<file path="src/rtl/dac_hold_pkg.sv">
package dac_hold_pkg;
   typedef enum logic [1:0] {
      FMT_BYTE_R = 2'd0,
      FMT_WORD_L = 2'd1,
      FMT_WORD_R = 2'd2,
      FMT_RSVD   = 2'd3
   } align_fmt_e;
endpackage

</file>
<file path="src/rtl/dac_fmt_align.sv">
module dac_fmt_align
   import dac_hold_pkg::*;
#(
   parameter int DATA_W = 12,
   parameter int IN_W   = 16
) (
   input  logic [1:0]        fmt,
   input  logic [IN_W-1:0]   din,
   output logic              fmt_ok,
   output logic [DATA_W-1:0] aligned
);
   localparam int BYTE_SHIFT = DATA_W - 8;

   logic [DATA_W-1:0] byte_val;

   generate
      if (BYTE_SHIFT > 0) begin : g_byte_pad
         assign byte_val = {din[7:0], {BYTE_SHIFT{1'b0}}};
      end else begin : g_byte_flat
         assign byte_val = din[7:0];
      end
   endgenerate

   always_comb begin
      fmt_ok  = 1'b1;
      aligned = '0;
      unique case (align_fmt_e'(fmt))
         FMT_BYTE_R: aligned = byte_val;
         FMT_WORD_L: aligned = din[IN_W-1 -: DATA_W];
         FMT_WORD_R: aligned = din[DATA_W-1:0];
         default:    fmt_ok  = 1'b0;
      endcase
   end
endmodule

</file>
<file path="src/rtl/dac_wake_seq.sv">
module dac_wake_seq #(
   parameter int CNT_W = 16
) (
   input  logic             clk,
   input  logic             rst_n,
   input  logic             en,
   input  logic [CNT_W-1:0] wake_cycles,
   output logic             ready
);
   localparam int EXT_W = CNT_W + 1;

   logic [CNT_W-1:0] cnt_q;
   logic             rdy_q;
   logic [EXT_W-1:0] cnt_next;

   assign cnt_next = {1'b0, cnt_q} + EXT_W'(1);

   always_ff @(posedge clk or negedge rst_n) begin
      if (!rst_n) begin
         cnt_q <= '0;
         rdy_q <= 1'b0;
      end else if (!en) begin
         cnt_q <= '0;
         rdy_q <= 1'b0;
      end else if (!rdy_q) begin
         cnt_q <= cnt_next[CNT_W-1:0];
         if (cnt_next >= {1'b0, wake_cycles}) rdy_q <= 1'b1;
      end
   end

   assign ready = rdy_q & en;
endmodule

</file>
<file path="src/rtl/dac_trig_edge.sv">
module dac_trig_edge #(
   parameter int NUM_TRIG = 16,
   parameter int SEL_W    = 4
) (
   input  logic                clk,
   input  logic                rst_n,
   input  logic [SEL_W-1:0]    sel,
   input  logic [NUM_TRIG-1:0] trig_in,
   output logic                rise
);
   localparam int SLOTS = 1 << SEL_W;

   logic [SLOTS-1:0] padded;
   logic             samp_q;
   logic             prev_q;

   generate
      if (SLOTS > NUM_TRIG) begin : g_pad
         assign padded = {{(SLOTS-NUM_TRIG){1'b0}}, trig_in};
      end else begin : g_full
         assign padded = trig_in;
      end
   endgenerate

   always_ff @(posedge clk or negedge rst_n) begin
      if (!rst_n) begin
         samp_q <= 1'b0;
         prev_q <= 1'b0;
      end else begin
         samp_q <= padded[sel];
         prev_q <= samp_q;
      end
   end

   assign rise = samp_q & ~prev_q;
endmodule

</file>
<file path="src/rtl/dac_hold_front.sv">
module dac_hold_front #(
   parameter int DATA_W   = 12,
   parameter int IN_W     = 16,
   parameter int NUM_TRIG = 16,
   parameter int SEL_W    = 4,
   parameter int CNT_W    = 16
) (
   input  logic                clk,
   input  logic                rst_n,
   input  logic                wr_en,
   input  logic [1:0]          wr_fmt,
   input  logic [IN_W-1:0]     wr_data,
   input  logic                ch_en,
   input  logic [CNT_W-1:0]    wake_cycles,
   input  logic                trig_en,
   input  logic [SEL_W-1:0]    trig_sel,
   input  logic                sw_trig_set,
   input  logic [NUM_TRIG-1:0] ext_trig,
   output logic [DATA_W-1:0]   hold_q,
   output logic [DATA_W-1:0]   out_code,
   output logic                ready,
   output logic                err_sticky,
   output logic                sw_pend
);
   generate
      if (DATA_W < 8 || IN_W < DATA_W) begin : g_bad_width
         $error("dac_hold_front: need 8 <= DATA_W <= IN_W");
      end
      if (NUM_TRIG < 1 || NUM_TRIG > (1 << SEL_W)) begin : g_bad_trig
         $error("dac_hold_front: NUM_TRIG must fit the select field");
      end
      if (CNT_W < 1) begin : g_bad_cnt
         $error("dac_hold_front: CNT_W must be positive");
      end
   endgenerate

   logic              fmt_ok;
   logic [DATA_W-1:0] aligned;
   logic              ext_rise;
   logic              busy;
   logic              wr_take;
   logic              sw_fire;
   logic              ext_fire;
   logic              xfer;
   logic              violation;
   logic              auto_pend_q;

   dac_fmt_align #(.DATA_W(DATA_W), .IN_W(IN_W)) u_align (
      .fmt     (wr_fmt),
      .din     (wr_data),
      .fmt_ok  (fmt_ok),
      .aligned (aligned)
   );

   dac_wake_seq #(.CNT_W(CNT_W)) u_wake (
      .clk         (clk),
      .rst_n       (rst_n),
      .en          (ch_en),
      .wake_cycles (wake_cycles),
      .ready       (ready)
   );

   dac_trig_edge #(.NUM_TRIG(NUM_TRIG), .SEL_W(SEL_W)) u_edge (
      .clk     (clk),
      .rst_n   (rst_n),
      .sel     (trig_sel),
      .trig_in (ext_trig),
      .rise    (ext_rise)
   );

   assign busy      = ch_en & ~ready;
   assign wr_take   = wr_en & fmt_ok & ~busy;
   assign sw_fire   = sw_pend & trig_en & ~busy;
   assign ext_fire  = ext_rise & trig_en & ~busy;
   assign xfer      = auto_pend_q | sw_fire | ext_fire;
   assign violation = busy & (wr_en | sw_trig_set | (trig_en & ext_rise));

   always_ff @(posedge clk or negedge rst_n) begin
      if (!rst_n) begin
         hold_q      <= '0;
         out_code    <= '0;
         auto_pend_q <= 1'b0;
         sw_pend     <= 1'b0;
         err_sticky  <= 1'b0;
      end else begin
         if (wr_take) hold_q <= aligned;
         auto_pend_q <= wr_take & ~trig_en;
         if (xfer) out_code <= hold_q;
         if (sw_trig_set && !busy) sw_pend <= 1'b1;
         else if (sw_fire)         sw_pend <= 1'b0;
         if (violation) err_sticky <= 1'b1;
      end
   end
endmodule

</file>
<file path="config.mk">
export PLATFORM = sky130hd
export DESIGN_NAME = dac_hold_front
export DESIGN_NICKNAME = d
export VERILOG_FILES = /design/src/rtl/dac_hold_pkg.sv /design/src/rtl/dac_fmt_align.sv /design/src/rtl/dac_wake_seq.sv /design/src/rtl/dac_trig_edge.sv /design/src/rtl/dac_hold_front.sv
export SDC_FILE = /design/constraint.sdc
export NUM_CORES = 1
export LEC_CHECK = 0
export ABC_AREA = 1
export BUFFER_PORTS_ARGS = -buffer_cell sky130_fd_sc_hd__buf_2
export CAP_MARGIN = 20
export CORE_ASPECT_RATIO = 0.5
export CORE_MARGIN = 1
export CORE_UTILIZATION = 38
export DETAILED_ROUTE_END_ITERATION = 8
export PLACE_DENSITY = 0.69
export REMOVE_ABC_BUFFERS = 1
export SYNTH_ARGS = -nofsm -noshare
export SYNTH_HDL_FRONTEND = slang
export SYNTH_SLANG_ARGS = --single-unit
</file>
<file path="constraint.sdc">
create_clock -name clk -period 3 [get_ports clk]
set_input_delay 0.15 -clock clk [delete_from_list [all_inputs] [get_ports clk]]
set_output_delay 0.15 -clock clk [all_outputs]
set_load 0.02 [all_outputs]
</file>
==> results.json <==
{
  "layout_common_cells": "buf_2 (86), nand2_1 (81), inv_1 (65)",
  "port_buffers": 86,
  "switchingPower_uw": 538.5,
  "switching_share_pct": 29.58,
  "crit_arrival_ns": 2.75,
  "antenna_found_initial": 0,
  "postCtsResizedCells": 0,
  "antenna_cells": 0,
  "drv_slew": 0,
  "yosysWarnings": 0,
  "cts_buffer_depth": 2,
  "clk_latency_ns": 0.29,
  "nFillCells": 740,
  "grt_max_degree": 37,
  "synthArstFlopShare_pct": 100.0,
  "place_ws_ns": 0.5040,
  "numCtsBuffers": 5,
  "cp.required_ns": 3.22,
  "io_pins": 87,
  "finalClockSkew_ns": 0.005282,
  "place_congestion": 0.8533,
  "power_frac_clock_pct": 35.2,
  "violations": "design-rule violations",
  "nets": 520,
  "core-area_um2": 7322,
  "min_period_ns": 2.535,
  "rows": 22,
  "num_vias": 2535,
  "grt_overflow": 0,
  "dr.pass1.iters": 6,
  "drtAntennaViolNets": 0,
  "die_h_um": 63.59,
  "hold_class": "in2reg",
  "maxCapViolCount": 0,
  "critical_path_class": "reg2reg",
  "grt_pass1_vias": 2451,
  "synth_enable_flop_cells": 0,
  "drive_gt1_share_pct": 27.25,
  "outcome": "finished with violations",
  "p_comb_share_pct": 23.5,
  "drc": 2,
  "yosys_register_bits": 46,
  "fin_util_pct": 48.92,
  "setup_viol": 0,
  "rsz0062_at_grt": "false",
  "tns_ns": 0,
  "fin_crit_sh_pct": 84.51,
  "cts_root_buf": "clkbuf_16",
  "post-route-worst-setup-slack_ns": 0.4648,
  "hold_viol": 0,
  "cts_tree": "yes",
  "hpwl_um": 4982,
  "worst_pin_slew_ns": 0.9367,
  "p_int_mw": 1.282,
  "clock.fmax_mhz": 394.4,
  "cp_max_fo": 5,
  "ys.flop_type": "dfrtp_1",
  "critPathCaptureType": "flop",
  "grt_pass1_wl_um": 11120,
  "viasPerCell": 4.694,
  "syn_to_final_growth_pct": 24.26,
  "wl_per_cell_um": 12.10,
  "power.density_nw_per_um2": 508.1,
  "syn-cell-area_um2": 2883,
  "dieArea_um2": 7960,
  "drt_wl_total_um": 6535,
  "initialDrtViolationCount": 114,
  "clk_pin_slew_worst_paths_ns": 0.07,
  "seq_area_frac_synth_pct": 39.93,
  "start_kind": "flop",
  "peakVddDrop_mv": 0.2817,
  "die_w_um": 125.2,
  "synth_cell_types": 34,
  "syn_inst": 355,
  "start_util_pct": 39.37,
  "slew_headroom_pct": 37.54,
  "gr-usage-all-layers_pct": 17.64,
  "holdWs_ns": 0.05831,
  "postSynthAreaPerCell_um2": 8.120,
  "p_leak_nw": 2.005,
  "seqPwrFrac_pct": 41.2,
  "clock_sink_count": 46,
  "final_common_cell": "buf_2",
  "cts.htree.levels": 2
}
cell usage after synthesis, drive strengths merged (3+ instances only):
cell type	n	area [µm²]
a21oi	19	98.85
nand3b	3	22.52
nand2	82	310.3
buf	3	27.52
inv	67	251.5
o22ai	15	93.84
nor2	15	71.32
o21ai	30	153.9
mux2	13	183.9
mux2i	4	40.04
nor3	7	40.04
clkbuf	5	18.77
xor2	8	70.07
nand3	7	35.03
dfrtp	46	1151
ha	17	212.7
nand4	4	25.02
timing repair:
item / CTS / global route
hold buffers: 1 / 0
endpoints found under the hold margin: 24 / 0
setup buffers: 0 / 0
per-stage QoR:
step	instances	cell area, µm²	power [mW]
after detailed placement	531	3402	1.191
after global routing	540	3582	1.914
after global placement	531	3402	1.185
after floorplan	347	2836	1.019
final	540	3582	1.820
after CTS	540	3582	1.833
cell type report:
| cell class | count | area, µm² | share of cell area (%) |
|---|---|---|---|
| timing repair buffer | 89 | 455.4 | 12.71 |
| clock buffer | 5 | 125.1 | 3.493 |
| tap | 96 | 120.1 | 3.353 |
| multi-input combinational | 234 | 1434 | 40.03 |
| clock inverter | 3 | 45.04 | 1.257 |
| sequential | 46 | 1151 | 32.13 |
| inverter | 67 | 251.5 | 7.021 |
logic make-up (layout without fill, tap and decap cells):
kind of cell	after synthesis	count (layout)	synth area share, %
buf+inv	75	164	10.33
simple gates	122	122	18.58
mux	17	17	7.769
xor+xnor	8	8	2.431
flops	46	46	39.93
fa+ha+maj	17	17	7.378
compound gates	70	70	13.59
worst max-delay path: stages (launching register included):
cell     delay [ns]
dfrtp_1        0.41
ha_1           0.21
nand2_1        0.07
nor2_2         0.14
nand2_2        0.08
nor2_2         0.12
nand2_1        0.11
o21ai_0        0.23
inv_1          0.07
ha_1           0.29
nand2_1        0.05
nor3_1         0.22
nand4_1        0.11
o21ai_0        0.15
a21oi_1        0.06
a21oi_1        0.14
worst paths after layout:
check	depth (start not counted)	startpoint	end	slack (ns)
max in group asynchronous	3	rst_n	u_wake.cnt_q[0]$_DFFE_PN0N_	1.82
worst max-delay path	15	u_wake.cnt_q[0]$_DFFE_PN0N_	u_wake.rdy_q$_DFF_PN0_	0.46
worst min-delay path	2	trig_sel[3]	u_edge.samp_q$_DFF_PN0_	0.06
worst min register to register	0	u_edge.samp_q$_DFF_PN0_	u_edge.prev_q$_DFF_PN0_	0.39
worst max register to register	15	u_wake.cnt_q[0]$_DFFE_PN0N_	u_wake.rdy_q$_DFF_PN0_	0.46
min in group asynchronous	2	rst_n	u_wake.cnt_q[9]$_DFFE_PN0N_	0.49
power groups by stage:
stage               combinational, mW  sequential (mW)  clock [mW]
floorplan                       0.170            0.849           0
global placement                0.426            0.759           0
detailed placement              0.433            0.759           0
CTS                             0.433            0.751       0.648
global route                    0.473            0.762       0.678
finish                          0.428            0.751       0.641
sequential cells by signal, indices dropped and copies added, names as in the netlist:
name,cells
u_wake.cnt_q,16
hold_q,12
out_code,12
auto_pend_q,1
err_sticky,1
sw_pend,1
u_edge.prev_q,1
u_edge.samp_q,1
u_wake.rdy_q,1
layer usage:
metal / global-route usage, % / part of all wire [%] / up-vias
li1: - / - / 1330
met1: 22.94 / 49 / 1142
met2: 29.82 / 46 / 57
met3: 4.163 / 4.8 / 6
met4: 4.116 / 0.83 / 0
met5: 0 / 0 / -
(Power assumes the default switching activity.)
